[src/rtl/pmu_pkg.sv]
// Package pmu_pkg
// Shared constants of the performance counter unit: register addresses,
// control bit positions and fixed field widths. Assumes a 32-bit data bus.
package pmu_pkg;
    localparam int DATA_W    = 32;
    localparam int ADDR_W    = 4;
    localparam int SEL_W     = 5;
    localparam int EVSEL_W   = 8;
    localparam int EV_N      = 1 << EVSEL_W;
    localparam int CYC_BIT   = 31;
    localparam int NUM_LSB   = 11;

    localparam logic [ADDR_W-1:0] A_CTRL = 4'h0;
    localparam logic [ADDR_W-1:0] A_ENS  = 4'h1;
    localparam logic [ADDR_W-1:0] A_ENC  = 4'h2;
    localparam logic [ADDR_W-1:0] A_IES  = 4'h3;
    localparam logic [ADDR_W-1:0] A_IEC  = 4'h4;
    localparam logic [ADDR_W-1:0] A_FLG  = 4'h5;
    localparam logic [ADDR_W-1:0] A_SEL  = 4'h6;
    localparam logic [ADDR_W-1:0] A_CYC  = 4'h7;
    localparam logic [ADDR_W-1:0] A_CNT  = 4'h8;
    localparam logic [ADDR_W-1:0] A_EVS  = 4'h9;

    localparam int C_EN    = 0;
    localparam int C_EVRST = 1;
    localparam int C_CYRST = 2;
    localparam int C_DIV   = 3;
    localparam int CTRL_W  = 6;
endpackage

[src/rtl/pmu_mask_reg.sv]
// Module pmu_mask_reg
// A mask register with separate write-one-to-set and write-one-to-clear
// strobes. Bits outside VALID never become 1. Assumes set and clear strobes
// come from different addresses, so they are never both high.
module pmu_mask_reg
    import pmu_pkg::*;
#(
    parameter logic [DATA_W-1:0] VALID = '1
) (
    input  logic              clk,
    input  logic              rst_n,
    input  logic              set_we,
    input  logic              clr_we,
    input  logic [DATA_W-1:0] wdata,
    output logic [DATA_W-1:0] mask_o
);
    logic [DATA_W-1:0] mask_q;
    logic [DATA_W-1:0] set_bits;
    logic [DATA_W-1:0] clr_bits;

    // Qualify write data by its strobe.
    always_comb begin
        set_bits = set_we ? wdata : '0;
        clr_bits = clr_we ? wdata : '0;
    end

    // Mask state: OR in set bits, remove clear bits, keep to VALID.
    always_ff @(posedge clk) begin
        if (!rst_n) mask_q <= '0;
        else        mask_q <= ((mask_q | set_bits) & ~clr_bits) & VALID;
    end

    assign mask_o = mask_q;

    assert_mask_hold_R6: assert property (@(posedge clk) disable iff (!rst_n)
        (!set_we && !clr_we) |=> $stable(mask_q));
endmodule

[src/rtl/pmu_event_counter.sv]
// Module pmu_event_counter
// One event counter with its own event-code register. It steps by one when
// the global and own enables are high and the chosen event input is high. The
// group clear has first priority, then a direct write, then the step. It
// reports an overflow pulse when a step wraps the all-ones value to 0.
module pmu_event_counter
    import pmu_pkg::*;
#(
    parameter int CNT_W = 32
) (
    input  logic               clk,
    input  logic               rst_n,
    input  logic               glob_en,
    input  logic               own_en,
    input  logic [EV_N-1:0]    ev_in,
    input  logic               clr_all,
    input  logic               wr_cnt,
    input  logic               wr_code,
    input  logic [CNT_W-1:0]   wdata_cnt,
    input  logic [EVSEL_W-1:0] wdata_code,
    output logic [CNT_W-1:0]   count_o,
    output logic [EVSEL_W-1:0] code_o,
    output logic               ovf_o
);
    logic [CNT_W-1:0]   count_q;
    logic [EVSEL_W-1:0] code_q;
    logic               step;

    // Step request and wrap detection for this edge.
    always_comb begin
        step  = glob_en & own_en & ev_in[code_q];
        ovf_o = step & ~clr_all & ~wr_cnt & (count_q == '1);
    end

    // Count register: clear, then write, then step.
    always_ff @(posedge clk) begin
        if (!rst_n)       count_q <= '0;
        else if (clr_all) count_q <= '0;
        else if (wr_cnt)  count_q <= wdata_cnt;
        else if (step)    count_q <= count_q + 1'b1;
    end

    // Event-code register, written only through the window.
    always_ff @(posedge clk) begin
        if (!rst_n)       code_q <= '0;
        else if (wr_code) code_q <= wdata_code;
    end

    assign count_o = count_q;
    assign code_o  = code_q;

    assert_gated_off_R1: assert property (@(posedge clk) disable iff (!rst_n)
        (!glob_en && !clr_all && !wr_cnt) |=> $stable(count_q));

    assert_single_step_R12: assert property (@(posedge clk) disable iff (!rst_n)
        (!clr_all && !wr_cnt) |=>
            (count_q == $past(count_q) || count_q == $past(count_q) + 1'b1));
endmodule

[src/rtl/pmu_cycle_counter.sv]
// Module pmu_cycle_counter
// The dedicated cycle counter with a prescaler. While counting is active the
// prescaler runs every clock. In divide mode the counter steps only when the
// prescaler is all ones, otherwise every clock. The clear has priority over a
// write, and a write has priority over a step.
module pmu_cycle_counter #(
    parameter int CNT_W = 32,
    parameter int PRE_W = 6
) (
    input  logic             clk,
    input  logic             rst_n,
    input  logic             glob_en,
    input  logic             own_en,
    input  logic             div_en,
    input  logic             clr,
    input  logic             wr,
    input  logic [CNT_W-1:0] wdata,
    output logic [CNT_W-1:0] count_o,
    output logic             ovf_o
);
    logic [CNT_W-1:0] count_q;
    logic [PRE_W-1:0] pre_q;
    logic             active;
    logic             tick;

    // Counting condition and prescaled tick.
    always_comb begin
        active = glob_en & own_en;
        tick   = active & (~div_en | (pre_q == '1));
        ovf_o  = tick & ~clr & ~wr & (count_q == '1);
    end

    // Prescaler: cleared with the counter, free-running while active.
    always_ff @(posedge clk) begin
        if (!rst_n || clr) pre_q <= '0;
        else if (active)   pre_q <= pre_q + 1'b1;
    end

    // Cycle count register.
    always_ff @(posedge clk) begin
        if (!rst_n)    count_q <= '0;
        else if (clr)  count_q <= '0;
        else if (wr)   count_q <= wdata;
        else if (tick) count_q <= count_q + 1'b1;
    end

    assign count_o = count_q;

    assert_prescale_hold_R3: assert property (@(posedge clk) disable iff (!rst_n)
        (div_en && !clr && !wr && pre_q != '1) |=> $stable(count_q));

    assert_cycle_gated_R1: assert property (@(posedge clk) disable iff (!rst_n)
        (!glob_en && !clr && !wr) |=> $stable(count_q));
endmodule

[src/rtl/perf_counter_unit.sv]
// Module perf_counter_unit
// Top of the performance counter unit. It decodes the register port, holds
// the control, select and flag registers, instantiates N event counters and
// the cycle counter, and drives the combined interrupt. Assumes 1 <= N_CNT <= 31
// and CNT_W <= 32. Reads are combinational on reg_addr.
module perf_counter_unit
    import pmu_pkg::*;
#(
    parameter int N_CNT = 4,
    parameter int CNT_W = 32,
    parameter int PRE_W = 6
) (
    input  logic              clk,
    input  logic              rst_n,
    input  logic [ADDR_W-1:0] reg_addr,
    input  logic              reg_we,
    input  logic [DATA_W-1:0] reg_wdata,
    output logic [DATA_W-1:0] reg_rdata,
    input  logic [EV_N-1:0]   ev_in,
    output logic              irq_o
);
    localparam logic [DATA_W-1:0] EV_BITS = 32'((64'd1 << N_CNT) - 64'd1);
    localparam logic [DATA_W-1:0] VALID   = EV_BITS | (32'd1 << CYC_BIT);
    localparam logic [CTRL_W-1:0] STORE_M = ~(CTRL_W'(1 << C_EVRST) | CTRL_W'(1 << C_CYRST));

    logic [CTRL_W-1:0]  ctrl_q;
    logic [SEL_W-1:0]   sel_q;
    logic [DATA_W-1:0]  flags_q;
    logic [DATA_W-1:0]  en_mask;
    logic [DATA_W-1:0]  ie_mask;
    logic [DATA_W-1:0]  ovf_vec;
    logic [N_CNT-1:0]   ev_ovf;
    logic [CNT_W-1:0]   ev_count [N_CNT];
    logic [EVSEL_W-1:0] ev_code  [N_CNT];
    logic [CNT_W-1:0]   cyc_count;
    logic               cyc_ovf;
    logic               we_ctrl, we_flg, we_sel, we_cyc, we_cnt, we_evs;
    logic               ev_rst, cy_rst;
    logic [DATA_W-1:0]  flg_clr;
    logic [DATA_W-1:0]  win_cnt;
    logic [DATA_W-1:0]  win_evs;

    // Write strobes per address and the self-clearing reset pulses.
    always_comb begin
        we_ctrl = reg_we && (reg_addr == A_CTRL);
        we_flg  = reg_we && (reg_addr == A_FLG);
        we_sel  = reg_we && (reg_addr == A_SEL);
        we_cyc  = reg_we && (reg_addr == A_CYC);
        we_cnt  = reg_we && (reg_addr == A_CNT);
        we_evs  = reg_we && (reg_addr == A_EVS);
        ev_rst  = we_ctrl && reg_wdata[C_EVRST];
        cy_rst  = we_ctrl && reg_wdata[C_CYRST];
        flg_clr = we_flg ? reg_wdata : '0;
    end

    // Control register: stores the level bits, never the pulse bits.
    always_ff @(posedge clk) begin
        if (!rst_n)       ctrl_q <= '0;
        else if (we_ctrl) ctrl_q <= reg_wdata[CTRL_W-1:0] & STORE_M;
    end

    // Counter-select register.
    always_ff @(posedge clk) begin
        if (!rst_n)      sel_q <= '0;
        else if (we_sel) sel_q <= reg_wdata[SEL_W-1:0];
    end

    pmu_mask_reg #(.VALID(VALID)) u_en_mask (
        .clk    (clk),
        .rst_n  (rst_n),
        .set_we (reg_we && (reg_addr == A_ENS)),
        .clr_we (reg_we && (reg_addr == A_ENC)),
        .wdata  (reg_wdata),
        .mask_o (en_mask)
    );

    pmu_mask_reg #(.VALID(VALID)) u_ie_mask (
        .clk    (clk),
        .rst_n  (rst_n),
        .set_we (reg_we && (reg_addr == A_IES)),
        .clr_we (reg_we && (reg_addr == A_IEC)),
        .wdata  (reg_wdata),
        .mask_o (ie_mask)
    );

    for (genvar i = 0; i < N_CNT; i++) begin : g_evc
        pmu_event_counter #(.CNT_W(CNT_W)) u_evc (
            .clk        (clk),
            .rst_n      (rst_n),
            .glob_en    (ctrl_q[C_EN]),
            .own_en     (en_mask[i]),
            .ev_in      (ev_in),
            .clr_all    (ev_rst),
            .wr_cnt     (we_cnt && (sel_q == SEL_W'(i))),
            .wr_code    (we_evs && (sel_q == SEL_W'(i))),
            .wdata_cnt  (reg_wdata[CNT_W-1:0]),
            .wdata_code (reg_wdata[EVSEL_W-1:0]),
            .count_o    (ev_count[i]),
            .code_o     (ev_code[i]),
            .ovf_o      (ev_ovf[i])
        );
    end

    pmu_cycle_counter #(.CNT_W(CNT_W), .PRE_W(PRE_W)) u_cyc (
        .clk     (clk),
        .rst_n   (rst_n),
        .glob_en (ctrl_q[C_EN]),
        .own_en  (en_mask[CYC_BIT]),
        .div_en  (ctrl_q[C_DIV]),
        .clr     (cy_rst),
        .wr      (we_cyc),
        .wdata   (reg_wdata[CNT_W-1:0]),
        .count_o (cyc_count),
        .ovf_o   (cyc_ovf)
    );

    // Collect overflow pulses into flag bit positions.
    always_comb begin
        ovf_vec                = '0;
        ovf_vec[N_CNT-1:0]     = ev_ovf;
        ovf_vec[CYC_BIT]       = cyc_ovf;
    end

    // Flag register: write-one-to-clear, a new overflow wins over a clear.
    always_ff @(posedge clk) begin
        if (!rst_n) flags_q <= '0;
        else        flags_q <= ((flags_q & ~flg_clr) | ovf_vec) & VALID;
    end

    // Combined interrupt from enabled flags.
    assign irq_o = |(flags_q & ie_mask);

    // Indirect windows onto the selected event counter.
    always_comb begin
        win_cnt = '0;
        win_evs = '0;
        for (int i = 0; i < N_CNT; i++) begin
            if (sel_q == SEL_W'(i)) begin
                win_cnt = DATA_W'(ev_count[i]);
                win_evs = DATA_W'(ev_code[i]);
            end
        end
    end

    // Read-data multiplexer.
    always_comb begin
        reg_rdata = '0;
        case (reg_addr)
            A_CTRL: begin
                reg_rdata[CTRL_W-1:0]        = ctrl_q;
                reg_rdata[NUM_LSB+SEL_W-1:NUM_LSB] = SEL_W'(N_CNT);
            end
            A_ENS, A_ENC: reg_rdata = en_mask;
            A_IES, A_IEC: reg_rdata = ie_mask;
            A_FLG:        reg_rdata = flags_q;
            A_SEL:        reg_rdata = DATA_W'(sel_q);
            A_CYC:        reg_rdata = DATA_W'(cyc_count);
            A_CNT:        reg_rdata = win_cnt;
            A_EVS:        reg_rdata = win_evs;
            default:      reg_rdata = '0;
        endcase
    end

    assert_overflow_wins_R11: assert property (@(posedge clk) disable iff (!rst_n)
        (ovf_vec != '0) |=> ((flags_q & $past(ovf_vec)) == $past(ovf_vec)));

    assert_flag_w1c_R7: assert property (@(posedge clk) disable iff (!rst_n)
        (!we_flg) |=> ((flags_q & $past(flags_q)) == $past(flags_q)));

    assert_irq_source_R9: assert property (@(posedge clk) disable iff (!rst_n)
        irq_o |-> (flags_q != '0 && ie_mask != '0));
endmodule

[config.mk]
export PLATFORM = sky130hd
export DESIGN_NAME = perf_counter_unit
export DESIGN_NICKNAME = d
export VERILOG_FILES = /design/src/rtl/pmu_pkg.sv /design/src/rtl/pmu_mask_reg.sv /design/src/rtl/pmu_event_counter.sv /design/src/rtl/pmu_cycle_counter.sv /design/src/rtl/perf_counter_unit.sv
export SDC_FILE = /design/constraint.sdc
export NUM_CORES = 1
export LEC_CHECK = 0
export BUFFER_PORTS_ARGS = -buffer_cell sky130_fd_sc_hd__buf_2
export CAP_MARGIN = 0
export CELL_PAD_IN_SITES_DETAIL_PLACEMENT = 1
export CELL_PAD_IN_SITES_GLOBAL_PLACEMENT = 1
export CORE_ASPECT_RATIO = 0.5
export CORE_MARGIN = 10
export CORE_UTILIZATION = 41
export CTS_CLUSTER_DIAMETER = 150
export CTS_CLUSTER_SIZE = 8
export DETAILED_ROUTE_END_ITERATION = 7
export PLACE_DENSITY_LB_ADDON = 0.25
export SLEW_MARGIN = 20
export SYNTH_ARGS = -nofsm -noshare
export SYNTH_HDL_FRONTEND = slang
export SYNTH_SLANG_ARGS = --single-unit
[constraint.sdc]
create_clock -name clk -period 2.9 [get_ports clk]
set_clock_uncertainty 0.05 [all_clocks]
set_input_delay 0.29 -clock clk [delete_from_list [all_inputs] [get_ports clk]]
set_output_delay 0.29 -clock clk [all_outputs]
set_load 0.005 [all_outputs]
==> qor.csv, run 1 <==
stage,metric,value,unit
outcome,outcome,"complete, but fails checks",
outcome,violated checks,setup timing,
placed_design,dpl ws,-0.5262,ns
grt,first-pass GRT wire length,166800,um
logic_synthesis,Post-Synthesis Cells,2450,
power,Sw Ratio,0.2931,
cells_and_area,NumNets Final,3380,
power,Internal,5.684,mW
timing,Fmax,292.2,MHz
cts,CTS tree,built,
floorplan,Rows,59,
power,pwr dens,265.2,nW/um^2
critical_path,Crit. Startpoint,g_evc[3].u_evc.code_o[2],
cts,clock latency on the worst-skew pair,0.60,ns
critical_path,kind of critical path,reg2reg,
logic_synthesis,"Seq/Total Area, Yosys",0.2029,
grt,initial antenna violation count,5,
critical_path,Arrival @ worst endpoint,3.89,ns
cells_and_area,sequential cell area,4497,sq um
floorplan,CORE AREA,52410,sq um
logic_synthesis,Post-synth EDFFs,0,
flow_run,Max-cap violations,0,
logic_synthesis,post-synthesis cell area,21900,sq um
timing,Final Setup Violations,132,
cts,clock slew at reported path FFs,0.06,ns
cells_and_area,footprint of the multi-input gates,17620,sq um
critical_path,flop-to-flop setup slack,-0.52,ns
critical_path,RR Endpoint,g_evc[3].u_evc.count_o[25],
route,post-route ant nets,0,
route,DR iter-0 viols,3216,
route,drt total wl,116700,um
route,DRC viols,0,
power,Sw Pwr,2.357,mW
timing,"Slew Viols, Final",0,
logic_synthesis,Yosys top cell by area,mux4_2,
logic_synthesis,Netlist cell types,84,
cells_and_area,fillcell total,6019,
cts,CTS Buffer Depth,3,
cells_and_area,synth-to-layout area growth,38.40,%
grt,largest net degree at the start of global routing,58,
timing,Worst-Margin Slew,0.8363,ns
floorplan,Initial Utilization,0.4179,
critical_path,Crit path required time,3.36,ns
logic_synthesis,syn nets,2751,
cts,H-tree depth,1,
floorplan,Die H,183.4,um
placed_design,DP Area,26650,sq um
power,Seq pwr share,0.394,
timing,"Min Clock Period, post-route",3.423,ns
timing,final hold vios,0,
placed_design,PortBufs,327,
logic_synthesis,ys flop type,dfxtp_1,
floorplan,die area,63630,sq um
cts,CTS sink cnt,222,
timing,Final WS setup,-0.5227,ns
grt,vias in the first global route,26704,
route,number of vias per cell,6.820,
logic_synthesis,Avg Inst Size Synth,8.940,sq um
power,Leak,10.80,nW
cells_and_area,final core occ,0.5784,
timing,unrepaired setup endpoints after global routing,true,
grt,GR Overflow Total,0,
power,Gate power share,0.188,
power,Max IR drop VDD,0.0004472,V
cells_and_area,final instance area,30310,sq um
cts,CTS root buf,clkbuf_16,
critical_path,critical-path maximum fanout,15,
cells_and_area,share of post-route cells with drive strength above 1,0.4295,
logic_synthesis,asr flop ratio synth,0,
logic_synthesis,synthesized flop and latch total,222,
grt,total track usage,0.3329,
floorplan,Die X,346.9,um
critical_path,critical path endpoint,g_evc[3].u_evc.count_o[25],
placed_design,hpwl dp,80920,um
critical_path,Reg2Reg Depth,13,
critical_path,CP startpoint kind,flop,
worst_hold_path,HP Class,in2reg,
timing,fin crit share,1.180,
timing,Slew headroom,0.4265,
route,drt first pass iters,6,
critical_path,nature of the critical path endpoint,flop,
logic_synthesis,Synth top area share,0.2416,
power,Clk pwr share,0.418,
placed_design,gpl congestion,1.019,
logic_synthesis,Syn. warnings,0,
route,WL/cell,30.80,um
critical_path,reg2reg start,g_evc[3].u_evc.code_o[2],
floorplan,I/O pin cnt,328,
route,vias,25840,
cts,TritonCTS Buffers,31,
logic_synthesis,ranking of synthesized cells by area,"mux4_2 (24%), dfxtp_1 (20%), nand2_1 (5.4%), mux2i_1 (4.2%), xnor2_1 (4.0%)",
[layout by cell type (no fill, tap or decap), types with 12 or more instances in the layout]
cell type,count
buf_4,347
buf_2,327
nand2_1,307
mux4_2,238
dfxtp_1,202
nor2_1,168
nand3_1,94
xnor2_1,89
o21ai_0,86
mux2i_1,79
a21oi_1,74
a22oi_1,72
nor2b_1,63
o21ai_1,60
buf_12,58
buf_6,47
nand4_1,42
nor3_1,36
a211oi_1,35
clkbuf_16,34
and3_1,30
inv_1,29
xor2_1,29
a221oi_1,27
a21boi_0,23
mux2_2,20
and2_1,19
a22oi_2,18
nand2b_1,17
nor2_4,17
nor3_4,15
dlygate4sd3_1,15
a31oi_1,13
nor4_1,13
nand3b_1,12
or3_1,12
[power by group through the flow]
stage / registers, mW / logic, mW / clock network (mW)
3_5_place_dp: 3.23 / 1.34 / 0
2_1_floorplan: 3.21 / 0.595 / 0
3_3_place_gp: 3.23 / 1.30 / 0
4_1_cts: 3.17 / 1.41 / 3.37
6_report: 3.17 / 1.52 / 3.36
5_1_grt: 3.17 / 1.57 / 3.51
[metrics by stage]
stage | power [mW] | hold slack (ns) | setup TNS [ns] | std cells
2_1_floorplan | 3.803 | 0.3390 | 0 | 2450
4_1_cts | 7.948 | 0.0003208 | -12.11 | 3750
3_3_place_gp | 4.529 | 0.4095 | -32.45 | 3647
3_5_place_dp | 4.576 | 0.4277 | -41.84 | 3647
6_report | 8.040 | 0.007857 | -42.76 | 3789
5_1_grt | 8.253 | 0.001232 | -43.39 | 3786
[worst min path at each step]
stage | start | cells after the start | endpoint
after floorplan | reg_wdata[27] | 2 | g_evc[2].u_evc.count_o[27]
after global placement | ctrl_q[5] | 2 | ctrl_q[5]
after detailed placement | ctrl_q[5] | 2 | ctrl_q[5]
after CTS | reg_wdata[27] | 3 | g_evc[2].u_evc.count_o[27]
after global routing | reg_wdata[28] | 3 | g_evc[1].u_evc.count_o[28]
final | reg_wdata[30] | 3 | g_evc[1].u_evc.count_o[30]
[Yosys cell counts (62+ instances only)]
library cell and number:
nand2_1 317, nor2_1 192, mux2i_1 92, nor3_1 62
o21ai_0 148, a22oi_1 89, nor2b_1 67, xnor2_1 100
a21oi_1 83, dfxtp_1 222, nand3_1 107, mux4_2 235
clkbuf_1 111
[cell families after synthesis]
logic type      Yosys count  share of synthesized area
compound gates          519                     0.1563
xor+xnor                131                    0.05238
fa+ha+maj                 6                   0.003427
buf+inv                 241                    0.05815
flops                   222                     0.2029
mux                     364                     0.3123
simple gates            967                     0.2145
[routing by layer]
| metal | GRT usage | part of all wire |
|---|---|---|
| met3 | 0.06651 | 0.099 |
| met2 | 0.5626 | 0.47 |
| met5 | 0 | 0 |
| met4 | 0.1847 | 0.073 |
| met1 | 0.3974 | 0.36 |
[registers in the layout, summed over array words and instances (netlist names)]
| signal | flops |
|---|---|
| u_ie_mask.mask_o | 5 |
| flags_q | 5 |
| g_evc.u_evc.count_o | 128 |
| u_cyc.count_o | 32 |
| sel_q | 5 |
| u_cyc.pre_q | 6 |
| ctrl_q | 4 |
| g_evc.u_evc.code_o | 32 |
| u_en_mask.mask_o | 5 |
[layout make-up]
cell class | instances | share of cell area
diodes | 5 | 0.0004127
clock buffers | 36 | 0.02654
clock inverters | 1 | 0.0002889
inverters | 29 | 0.003591
multi-input cells | 1987 | 0.5814
flip-flops and latches | 222 | 0.1483
well taps | 701 | 0.02893
repair buffers | 808 | 0.2105
[worst max-delay path, cell delays in order (launching register included)]
cell and delay, ns:
dfxtp_4 0.46, buf_4 0.17, bufbuf_16 0.32, mux2i_1 0.30
nand2_1 0.18, nand4_1 0.13, o221ai_2 0.17, buf_4 0.15
a2bb2oi_4 0.24, nand2_4 0.11, buf_6 0.16, or3_4 0.38
or4_4 0.43, nand3_2 0.08
[timing repair]
action | in CTS | in global routing
cloned | 9 | 4
gates resized for setup | 249 | 197
hold endpoints to repair | 27 | 0
buffers inserted | 47 | 44
setup endpoints to repair | 145 | 157
hold buffers | 15 | 0
pin swaps | 63 | 139
Power figures use the tool's default switching activity.
==> inputs of run 2 (changes only) <==
- CTS_BUF_LIST: unset -> sky130_fd_sc_hd__clkbuf_16
==> run 2 against run 1 <==
The run still ends with setup timing left. Sequential share of layout area about the same. First-iteration DRC count shrank 7.7%. Core utilization hardly changed. Cell count is essentially flat. Register-to-register slack barely moved. Fmax is 0.40% higher. Die area did not move. Combinational power barely moved. Clock-buffer cell count decreased by 5. Setup slack better by 0.014 ns.
==> qor.csv, run 2 (synthesized netlist as in run 1, its figures left out) <==
stage,metric,value,unit,change
outcome,outcome,"complete, but fails checks",,
outcome,violated checks,setup timing,,
cells_and_area,most frequent cells in the layout,"buf_4 (347), buf_2 (327), nand2_1 (307), mux4_2 (238), dfxtp_1 (202)",,
timing,Fmax,293.3,MHz,+0.40%
timing,"Min Clock Period, post-route",3.409,ns,-0.01364 ns
critical_path,crit-path leading delay family,simple AND/OR/NAND/NOR gates,,
power,Max IR drop VDD,0.0004443,V,-0.66%
cts,clock slew at reported path FFs,0.06,ns,about the same
grt,vias in the first global route,26704,,unchanged
placed_design,DP Area,26650,sq um,unchanged
power,Internal,5.643,mW,-0.71%
power,Sw Ratio,0.2944,,+0.001344
grt,largest net degree at the start of global routing,58,,unchanged
cells_and_area,"most common cell after layout, fill and taps aside",buf_4,,
route,Routed met1 length,42130,um,+0.55%
cells_and_area,Largest register FFs,128,,unchanged
critical_path,Worst path max stage delay,0.43,ns,-0.03 ns
power,Seq pwr share,0.396,,+0.002
power,Gate power share,0.189,,about the same
cts,CTS root buf,clkbuf_16,,
critical_path,nature of the critical path endpoint,flop,,
cells_and_area,synth-to-layout area growth,38.33,%,about the same
critical_path,Reg2Reg Depth,14,,+1
placed_design,PortBufs,327,,unchanged
timing,unrepaired setup endpoints after global routing,true,,
timing,final hold vios,0,,unchanged
flow_run,Max-cap violations,0,,unchanged
route,met2 WL,54620,um,-0.16%
floorplan,die area,63630,sq um,unchanged
critical_path,Levels on crit path,14,,+1
grt,first-pass GRT wire length,166800,um,unchanged
cells_and_area,final core occ,0.5781,,about the same
route,number of vias per cell,6.846,,+0.39%
placed_design,hpwl dp,80920,um,unchanged
timing,Final Setup Violations,132,,unchanged
cts,CTS tree,built,,
critical_path,CP startpoint kind,flop,,
floorplan,Die X,346.9,um,unchanged
worst_hold_path,Hold Path Depth,3,,unchanged
route,wire length on met3,11190,um,-3.2%
critical_path,critical-path maximum fanout,7,,-8
power,pwr dens,264.0,nW/um^2,-0.48%
route,WL/cell,30.75,um,-0.16%
critical_path,buffers and inverters on the worst path,5,,+1
critical_path,critical path's slowest cell,dfxtp_4,,
route,post-route ant nets,0,,unchanged
cts,CTS sink cnt,222,,unchanged
worst_hold_path,HP Class,in2reg,,
floorplan,Rows,59,,unchanged
timing,"Slew Viols, Final",0,,unchanged
cts,CTS Buffer Depth,3,,unchanged
timing,WHS,0.006228,ns,-0.001630 ns
cts,TritonCTS Buffers,31,,unchanged
route,drt total wl,116500,um,-0.21%
critical_path,Arrival @ worst endpoint,3.78,ns,-0.11 ns
power,Leak,10.81,nW,+0.10%
timing,Slew headroom,0.4382,,+0.01175
timing,fin crit share,1.176,,-0.004703
cells_and_area,final instance area,30300,sq um,about the same
timing,Final WS setup,-0.5090,ns,+0.01364 ns
floorplan,CORE AREA,52410,sq um,unchanged
critical_path,kind of critical path,reg2reg,,
floorplan,I/O pin cnt,328,,unchanged
power,Sw Pwr,2.355,mW,about the same
route,highest routed layer,met4,,
route,drt first pass iters,6,,unchanged
grt,total track usage,0.3329,,unchanged
cells_and_area,share of post-route cells with drive strength above 1,0.4291,,about the same
grt,GR Overflow Total,0,,unchanged
route,DR iter-0 viols,2968,,-7.7%
route,DRC viols,0,,unchanged
power,Design Power,7.998,mW,-0.53%
cts,clock latency on the worst-skew pair,0.60,ns,about the same
critical_path,flop-to-flop setup slack,-0.51,ns,about the same
critical_path,Crit path required time,3.28,ns,-0.08 ns
cts,H-tree depth,1,,unchanged
timing,Worst-Margin Slew,0.8408,ns,+0.004489 ns
placed_design,gpl congestion,1.019,,unchanged
placed_design,dpl cells,3647,,unchanged
floorplan,Die H,183.4,um,unchanged
grt,initial antenna violation count,4,,-1
cells_and_area,NumNets Final,3380,,unchanged
power,Clk pwr share,0.415,,-0.003
critical_path,worst path cell trace,"buf_12, buf_12, buf_6, buf_6, nor2b_4, a22oi_2, nand4_1, nand4b_1, or4_4, nand4b_4, buf_6, nor4_4, xnor2_2, o21ai_1",,
route,vias,25927,,+0.34%
cells_and_area,Final Non-Filler Cells,3787,,-0.053%
floorplan,Initial Utilization,0.4179,,unchanged
critical_path,CP most frequent cell,buf_6,,
run 2: cell count changes in the layout (fill, tap and decap cells not counted):
cell and delta:
clkbuf_8 -1, inv_1 +4, clkinv_1 +1, diode_2 -2, clkbuf_1 -4
run 2: path summary, 6_finish.rpt:
check | startpoint | endpoint
worst max-delay path | g_evc[1].u_evc.code_o[0] | g_evc[1].u_evc.count_o[13]
worst min-delay path | reg_wdata[30] | g_evc[1].u_evc.count_o[30]
worst max register to register | g_evc[1].u_evc.code_o[0] | g_evc[1].u_evc.count_o[13]
worst min register to register | ctrl_q[5] | ctrl_q[5]
run 2: tightest hold or removal path, delay by kind of cell:
family | cells | cell delay [ns]
AO/OA/AOI/OAI | 1 | 0.05
buffers and inverters | 1 | 0.16
AND/OR/NAND/NOR | 1 | 0.07
run 2: final cells by class:
| cell class | count | area, sq um |
|---|---|---|
| Antenna cell | 3 | 7.507 |
| Clock buffer | 31 | 775.7 |
| Clock inverter | 6 | 27.53 |
| Fill cell | 6022 | 22110 |
| Inverter | 29 | 108.9 |
| Multi-Input combinational cell | 1987 | 17620 |
| Sequential cell | 222 | 4497 |
| Tap cell | 701 | 877.1 |
| Timing Repair Buffer | 808 | 6382 |
run 2: through the flow:
step           setup slack, ns  setup TNS, ns
2_1_floorplan          0.04829              0
3_3_place_gp           -0.5095         -32.45
3_5_place_dp           -0.5262         -41.84
4_1_cts                -0.3066         -12.12
5_1_grt                -0.4702         -43.10
6_report               -0.5090         -41.07
run 2: repair_timing:
item	in CTS	in global routing
hold buffers	15	0
endpoints found under the hold margin	27	0
pin swaps	63	139
cloned	9	4
setup endpoints to repair	145	157
resized for setup	249	197
buffers inserted	47	44
run 2: power groups by stage:
| stage | logic (mW) | registers, mW | clock network, mW |
|---|---|---|---|
| after global placement | 1.30 | 3.23 | 0 |
| after CTS | 1.41 | 3.17 | 3.33 |
| after detailed placement | 1.34 | 3.23 | 0 |
| final | 1.51 | 3.17 | 3.32 |
| after global routing | 1.57 | 3.17 | 3.47 |
| after floorplan | 0.595 | 3.21 | 0 |
run 2: routing by layer:
layer | track usage | vias up
li1 | - | 10659
met4 | 0.1847 | 0
met1 | 0.3974 | 12861
met3 | 0.06651 | 613
met5 | 0 | -
met2 | 0.5626 | 1794
